===== src/rtl/addr_step_pkg.sv =====
package addr_step_pkg;

    typedef enum logic [1:0] {
        STEP_IDLE   = 2'b00,
        STEP_UP     = 2'b01,
        STEP_DOWN   = 2'b10,
        STEP_OPCODE = 2'b11
    } step_mode_e;

endpackage


===== src/rtl/addr_hold_latch.sv =====
module addr_hold_latch #(
    parameter int WIDTH = 16
) (
    input  logic             clk,
    input  logic             rst_n,
    input  logic             we,
    input  logic [WIDTH-1:0] d,
    output logic [WIDTH-1:0] q
);

    always_ff @(posedge clk or negedge rst_n) begin
        if (!rst_n) begin
            q <= '0;
        end else if (we) begin
            q <= d;
        end
    end

endmodule


===== src/rtl/addr_stepper.sv =====
module addr_stepper
    import addr_step_pkg::*;
#(
    parameter int WIDTH   = 16,
    parameter int NARROW_W = 6
) (
    input  logic [WIDTH-1:0] base,
    input  logic [1:0]       mode,
    input  logic             opc_dir,
    input  logic             narrow,
    input  logic             hold,
    output logic [WIDTH-1:0] result
);

    localparam int UPPER_W = WIDTH - NARROW_W;

    step_mode_e  mode_e;
    logic        dir_down;
    logic        active;
    logic        carry_in;
    logic [WIDTH-1:0]    full_step;
    logic [NARROW_W-1:0] low_step;

    always_comb begin
        mode_e   = step_mode_e'(mode);
        dir_down = 1'b0;
        active   = 1'b0;
        unique case (mode_e)
            STEP_IDLE:   begin active = 1'b0; dir_down = 1'b0;    end
            STEP_UP:     begin active = 1'b1; dir_down = 1'b0;    end
            STEP_DOWN:   begin active = 1'b1; dir_down = 1'b1;    end
            STEP_OPCODE: begin active = 1'b1; dir_down = opc_dir; end
        endcase
        carry_in = active & ~hold;
    end

    always_comb begin
        if (dir_down) begin
            full_step = base - {{(WIDTH-1){1'b0}}, carry_in};
            low_step  = base[NARROW_W-1:0] - {{(NARROW_W-1){1'b0}}, carry_in};
        end else begin
            full_step = base + {{(WIDTH-1){1'b0}}, carry_in};
            low_step  = base[NARROW_W-1:0] + {{(NARROW_W-1){1'b0}}, carry_in};
        end
    end

    generate
        if (UPPER_W > 0) begin : g_split
            assign result = narrow ? {base[WIDTH-1:NARROW_W], low_step} : full_step;
        end else begin : g_whole
            assign result = full_step;
        end
    endgenerate

endmodule


===== src/rtl/addr_pin_mux.sv =====
module addr_pin_mux #(
    parameter int WIDTH = 16
) (
    input  logic [WIDTH-1:0] step_val,
    input  logic [WIDTH-1:0] latch_val,
    input  logic             sel_step,
    input  logic             drive,
    output logic [WIDTH-1:0] pins,
    output logic [WIDTH-1:0] bus_val,
    output logic             bus_en
);

    always_comb begin
        pins    = sel_step ? step_val : latch_val;
        bus_val = drive ? step_val : '0;
        bus_en  = drive;
    end

endmodule


===== src/rtl/addr_step_unit.sv =====
module addr_step_unit #(
    parameter int ADDR_W   = 16,
    parameter int NARROW_W = 6
) (
    input  logic              clk,
    input  logic              rst_n,
    input  logic [ADDR_W-1:0] bus_in,
    input  logic              latch_we,
    input  logic [1:0]        step_mode,
    input  logic              opc_dir_bit,
    input  logic              narrow_en,
    input  logic              halted,
    input  logic              intr_ack,
    input  logic              nmi_ack,
    input  logic              bus_drive,
    input  logic              pin_sel_step,
    output logic [ADDR_W-1:0] bus_out,
    output logic              bus_out_en,
    output logic [ADDR_W-1:0] addr_pins
);

    logic [ADDR_W-1:0] latch_q;
    logic [ADDR_W-1:0] step_res;
    logic              hold_any;

    assign hold_any = halted | intr_ack | nmi_ack;

    addr_hold_latch #(.WIDTH(ADDR_W)) u_latch (
        .clk   (clk),
        .rst_n (rst_n),
        .we    (latch_we),
        .d     (bus_in),
        .q     (latch_q)
    );

    addr_stepper #(.WIDTH(ADDR_W), .NARROW_W(NARROW_W)) u_stepper (
        .base    (latch_q),
        .mode    (step_mode),
        .opc_dir (opc_dir_bit),
        .narrow  (narrow_en),
        .hold    (hold_any),
        .result  (step_res)
    );

    addr_pin_mux #(.WIDTH(ADDR_W)) u_mux (
        .step_val  (step_res),
        .latch_val (latch_q),
        .sel_step  (pin_sel_step),
        .drive     (bus_drive),
        .pins      (addr_pins),
        .bus_val   (bus_out),
        .bus_en    (bus_out_en)
    );

endmodule


===== config.mk =====
export PLATFORM = sky130hd
export DESIGN_NAME = addr_step_unit
export DESIGN_NICKNAME = d
export VERILOG_FILES = /design/src/rtl/addr_step_pkg.sv /design/src/rtl/addr_hold_latch.sv /design/src/rtl/addr_stepper.sv /design/src/rtl/addr_pin_mux.sv /design/src/rtl/addr_step_unit.sv
export SDC_FILE = /design/constraint.sdc
export NUM_CORES = 1
export LEC_CHECK = 0
export ABC_AREA = 1
export BUFFER_PORTS_ARGS = -buffer_cell sky130_fd_sc_hd__buf_2
export CORE_MARGIN = 2
export CORE_UTILIZATION = 48
export CTS_CLUSTER_DIAMETER = 60
export DETAILED_ROUTE_END_ITERATION = 10
export PLACE_DENSITY = 0.76
export SYNTH_ARGS = -nofsm -noshare
export SYNTH_HDL_FRONTEND = slang
export SYNTH_SLANG_ARGS = --single-unit

===== constraint.sdc =====
create_clock -name clk -period 2.3 [get_ports clk]
set_clock_uncertainty 0.15 [all_clocks]
set_input_delay 0.115 -clock clk [delete_from_list [all_inputs] [get_ports clk]]
set_output_delay 0.115 -clock clk [all_outputs]
set_load 0.01 [all_outputs]

# Yosys cells after proc, flatten, opt, wreduce, memory -nomap -nowiden
# Cells that the tools add are included.
dict set report word_totals {
  register_bits 16
  output_inout_bits 33
  word_cells 22
}
dict set report classes {
  addsub 4
  eq_ne 3
  n_mux 7
  n_bitwise 4
  reduce_logical 3
}
# op count
set op_table {}
lappend op_table {{2-to-1 mux 16 bit} 4}
lappend op_table {{adder 16 x 1 -> 16 bit} 1}
lappend op_table {{subtractor 16 x 1 -> 16 bit} 1}
lappend op_table {{adder 6 x 1 -> 6 bit} 1}
lappend op_table {{2-to-1 mux 6 bit} 1}
lappend op_table {{subtractor 6 x 1 -> 6 bit} 1}
lappend op_table {{equality test 2 bit, second input constant} 2}
lappend op_table {{case mux 1 bit (3 select lines)} 1}
lappend op_table {{OR reduction 3 bit} 1}
lappend op_table {{equality test 2 x 1 -> 1 bit, second input constant} 1}
lappend op_table {{logical NOT 2 bit} 1}
lappend op_table {{bitwise OR 1 bit} 2}
lappend op_table {{case mux 1 bit (2 select lines)} 1}
lappend op_table {{OR reduction 2 bit} 1}
lappend op_table {{bitwise AND 1 bit} 1}
lappend op_table {{NOT 1 bit} 1}

# Depth between registers and ports, before layout
dict set report logic_depth {
  ltp_word 8
  mapped_depth 17
}

# Hierarchy
# A second synthesis with hierarchy kept.
dict set report unflattened {
  cells_unflattened 376
  area_unflattened_um2 2133.3
}
# mod n_inst cells_per_inst area_per_inst_um2 seq_area_each_um2
set modules_own_cells {}
lappend modules_own_cells {addr_stepper 1 218 1089.8 0.0}
lappend modules_own_cells {addr_hold_latch 1 68 644.4 400.4}
lappend modules_own_cells {addr_pin_mux 1 87 387.9 0.0}
lappend modules_own_cells {addr_step_unit 1 3 11.3 0.0}

# Worst setup path after synthesis
# No wires, ideal clock.
dict set report synth_path {
  path_type {input port to output port}
  start {input nmi_ack}
  end {output addr_pins[6]}
  t_arrival_ns 2.101
  path_slack_ns -0.066
  stages 12
  path_cell_list {inv_1 > nand2_1 > nor2_1 > nand3_1 > fa_1 > nand2_1 > nand2_1 > nand3b_4 > nand3_1 > nand3_1 > o21ai_0 > o21ai_0}
}
dict set report synth_between {
  elab_chain_len 7
}
# item line_no
set synth_lines {}
lappend synth_lines {{from (decl)} addr_step_unit.sv:14} ;# input logic nmi_ack,
lappend synth_lines {{bitwise OR 1 bit *} addr_step_unit.sv:26} ;# assign hold_any = halted | intr_ack | nmi_ack;
lappend synth_lines {{NOT 1 bit *} addr_stepper.sv:34} ;# carry_in = active & ~hold;
lappend synth_lines {{bitwise AND 1 bit *} addr_stepper.sv:34}
lappend synth_lines {{adder 16 x 1 -> 16 bit or subtractor 16 x 1 -> 16 bit (tied branches)} {addr_stepper.sv:42, addr_stepper.sv:39}}
lappend synth_lines {{2-to-1 mux 16 bit *} addr_stepper.sv:38} ;# if (dir_down) begin
lappend synth_lines {{2-to-1 mux 16 bit *} addr_stepper.sv:49} ;# assign result = narrow ? {base[WIDTH-1:NARROW_W], low_step} : full_step;
lappend synth_lines {{2-to-1 mux 16 bit *} addr_pin_mux.sv:14} ;# pins = sel_step ? step_val : latch_val;
lappend synth_lines {{to (decl)} addr_step_unit.sv:19} ;# output logic [ADDR_W-1:0] addr_pins
# Mark *: on every way between the ends. The rest lies on a longest branch, timed or not.

# Worst setup path in the final report
dict set report layout_path {
  start {register u_latch.q[0]}
  end {output addr_pins[6]}
}
dict set report layout_between {
  elab_chain_len 4
}
# item line_no
set layout_lines {}
lappend layout_lines {{from (decl)} addr_hold_latch.sv:8} ;# output logic [WIDTH-1:0] q
lappend layout_lines {{from (signal assigned)} addr_hold_latch.sv:13} ;# q <= '0;
lappend layout_lines {{from (signal assigned)} addr_hold_latch.sv:15} ;# q <= d;
lappend layout_lines {{adder 16 x 1 -> 16 bit or subtractor 16 x 1 -> 16 bit (tied branches)} {addr_stepper.sv:42, addr_stepper.sv:39}}
lappend layout_lines {{2-to-1 mux 16 bit *} addr_stepper.sv:38}
lappend layout_lines {{2-to-1 mux 16 bit *} addr_stepper.sv:49}
lappend layout_lines {{2-to-1 mux 16 bit *} addr_pin_mux.sv:14}
# Marks and branches as above.

==> impl_metrics.py <==
metrics = {
    "global_route": {
        "grt.overflow.total": 0,
        "first_global_vias": 2169,
        "grt_pass1_wl_mm": 9.42,
        "grt.total_usage_pct": 23.8,
        "grt_start_max_net_pins": 26,
        "antenna_found_initial": 0,
    },
    "synth": {
        "synth_top_cell_area_share_pct": 22.4,
        "yosys_warnings": 0,
        "synth.most_common_cell": "nand2_1",
        "synthTopCellsByCount": "nand2_1 (122), inv_1 (59), nand3_1 (27)",
        "syn-instance-count": 342,
        "dominantRegCellSynth": "dfrtp_1",
        "yosys_cell_types": 26,
        "synth_area_leaders": "nand2_1 (22%), dfrtp_1 (20%), inv_1 (11%)",
        "syn-num-nets": 388,
        "synth.ff_latch_count": 16,
        "synth_sequential_area_ratio_pct": 19.6,
        "synth.cell_area_um2": 2050,
        "asyncSetResetFlopFracSynth_pct": 100,
        "synth_enable_flop_cells": 0,
        "synth_largest_area_cell": "nand2_1",
        "post_synth.cell_area_avg_um2": 5.99,
    },
    "timing": {
        "worst_pin_slew_ps": 665,
        "rsz_0062_raised_after_global_routing": "yes",
        "clock.fmax_mhz": 406,
        "slew-limit-headroom_pct": 55.6,
        "final.setup.worst_slack_ps": -161,
        "timing_max_transition_violations_final": 0,
        "min_period_over_period_pct": 107,
        "setup_viol": 16,
        "finalCriticalPeriod_ps": 2460,
        "finalHoldViolations": 0,
        "totalNegativeSetupSlack_ps": -1210,
    },
    "run": {
        "timing.max_cap.violations": 0,
    },
    "setup_path": {
        "timing.rr.end": "u_latch.q[0]",
        "cp_cell_sequence": "inv_2 > ha_4 > inv_4 > fa_2 > nand2_4 > nand2_4 > nand3b_4 > nand2_4 > nand2_1 > nand3_1 > o21ai_0 > o21ai_1 > buf_2",
        "r2r.worst_path.cells": 4,
        "timing.critical_path.slowest_stage_cell": "dfrtp_1",
        "critical_path.startpoint": "u_latch.q[0]",
        "crit_path_frequent_cell": "nand2_4",
        "cp-start-kind": "flip-flop",
        "critical_path.endpoint_type": "primary output",
        "cp_data_arrival_time_ps": 2200,
        "worst_path_largest_cell_delay_ps": 390,
        "crit_end": "addr_pins[6]",
        "r2r_start": "u_latch.q[0]",
        "worst-path-max-fanout": 3,
        "cp.required_ps": 2040,
        "timing_worst_setup_path_type": "reg2out",
        "rrSetupSlack_ps": 1250,
    },
    "clocking": {
        "clk-insertion-delay-late_ps": 250,
        "clock_tree_from_tritoncts": "built",
        "clock_path_buffers": 2,
        "clock_sinks": 16,
        "ctsRootBufferMaster": "clkbuf_8",
        "reg_clk_slew_reported_paths_ps": 60,
        "htree_num_levels": 1,
        "cts_inserted_buffers": 3,
    },
    "status": {
        "violations": "setup timing",
        "run_status": "complete, but fails checks",
    },
    "routing": {
        "vias_per_cell": 5.22,
        "drt_iter0_drc": 179,
        "first_pass_iters": 4,
        "ant_nets": 0,
        "drcViolationCount": 0,
        "drt_wl_total_mm": 6.99,
        "detailroute.via_count": 2545,
        "avgRoutedWirePerCell_um": 14.3,
    },
    "cells_and_area": {
        "largest_register": "u_latch.q",
        "areaGrowthSynthToFinish_pct": 54.2,
        "drive_gt1_share_pct": 38.6,
        "n_antenna_cell": 0,
        "final_nets": 485,
        "registers_with_the_most_flip_flops": "u_latch.q: 16 flops",
        "largest_reg_flops": 16,
    },
    "floorplan": {
        "initial_core_util_pct": 50.4,
        "core-area_um2": 4060,
        "area_of_the_die_um2": 4800,
        "fp.dieW_um": 69.3,
        "design.portCount": 61,
        "die_h_um": 69.3,
        "core.rowCount": 23,
    },
    "placement": {
        "place_congestion": 0.860,
        "io_buffer_count": 60,
        "post-place-ws_ps": -18.5,
        "place_hpwl_mm": 4.28,
    },
    "power": {
        "pwr_density_cell_nw_per_um2": 476,
        "peakVddDrop_mv": 0.566,
        "p_leak_uw": 0.00176,
    },
    "min_path": {
        "hp-class": "in2async",
    },
}
-- power by group --
group	switching (µW)	leakage (µW)	total (µW)	internal, µW
clock network	99.6	0.0000288	252	152
registers	43.6	0.000187	353	310
logic	498	0.00155	897	399
-- kinds of logic (layout without fill, tap and decap cells) --
| logic type | after synthesis | after routing | share of synthesized area [%] |
|---|---|---|---|
| simple gates | 195 | 195 | 41.6 |
| buf+inv | 71 | 167 | 13.8 |
| compound gates | 31 | 31 | 8.13 |
| fa+ha+maj | 18 | 18 | 11.4 |
| flops | 16 | 16 | 19.6 |
| mux | 7 | 7 | 3.85 |
| xor+xnor | 4 | 4 | 1.71 |
-- cell type report --
cell class	count	area (µm²)
Clock buffer	4	55.1
Tap cell	50	62.6
Inverter	61	231
Timing Repair Buffer	102	739
Sequential cell	16	405
Fill cell	254	901
Multi-Input combinational cell	255	1660
-- repair_timing --
| item | CTS | global route |
|---|---|---|
| hold buffers | 17 | 0 |
| endpoints found under the setup margin | 14 | 20 |
| endpoints found under the hold margin | 32 | 0 |
| gates cloned | 0 | 3 |
| setup buffers | 1 | 9 |
| gates resized for setup | 12 | 60 |
| pin swaps | 4 | 23 |
-- critical path: cells and delay by family, from the launching register on --
kind,cells,cell delay (ps)
buffers and inverters,3,280
adders and majority gates,2,520
DFF,1,390
AOI/OAI and AO/OA,2,270
and+or+nand+nor,6,460
-- worst min-delay path by stage --
| stage | from | end | slack, ps | cells after the start |
|---|---|---|---|---|
| after CTS | latch_we | u_latch.q[13] | 150 | 3 |
| after floorplan | rst_n | u_latch.q[0] | -330 | 0 |
| after global routing | rst_n | u_latch.q[14] | 190 | 2 |
| final | rst_n | u_latch.q[11] | 150 | 2 |
| after detailed placement | rst_n | u_latch.q[11] | -100 | 1 |
| after global placement | rst_n | u_latch.q[11] | -110 | 1 |
-- routing by layer --
layer,vias up,global-route usage (%),share of wire [%]
met1,1196,30.2,40
met4,0,6.97,2.4
met2,81,42.6,52
met5,-,0,0
li1,1252,-,-
met3,16,2.03,5.8
-- cells in the final DEF, fill, tap and decap left out, drive strengths merged, types with 4 or more instances in the layout --
cell	n
nand2	131
buf	83
inv	61
nand3	33
nor2	26
o21ai	19
dlygate4sd3	17
ha	17
dfrtp	16
a21oi	10
mux2	7
clkbuf	6
xnor2	4
-- per-stage QoR --
stage                     total power [µW]  instance area (µm²)  instances  hold WS (ps)  util (%)
after floorplan                        805                 2050        342          -331         -
after global placement                1010                 2460        454          -112      60.7
after detailed placement              1020                 2460        454          -104      60.7
after CTS                             1320                 2760        476           146      68.0
after global routing                  1600                 3160        488           187      77.8
final                                 1500                 3160        488           148      77.8
(Power assumes the default switching activity.)
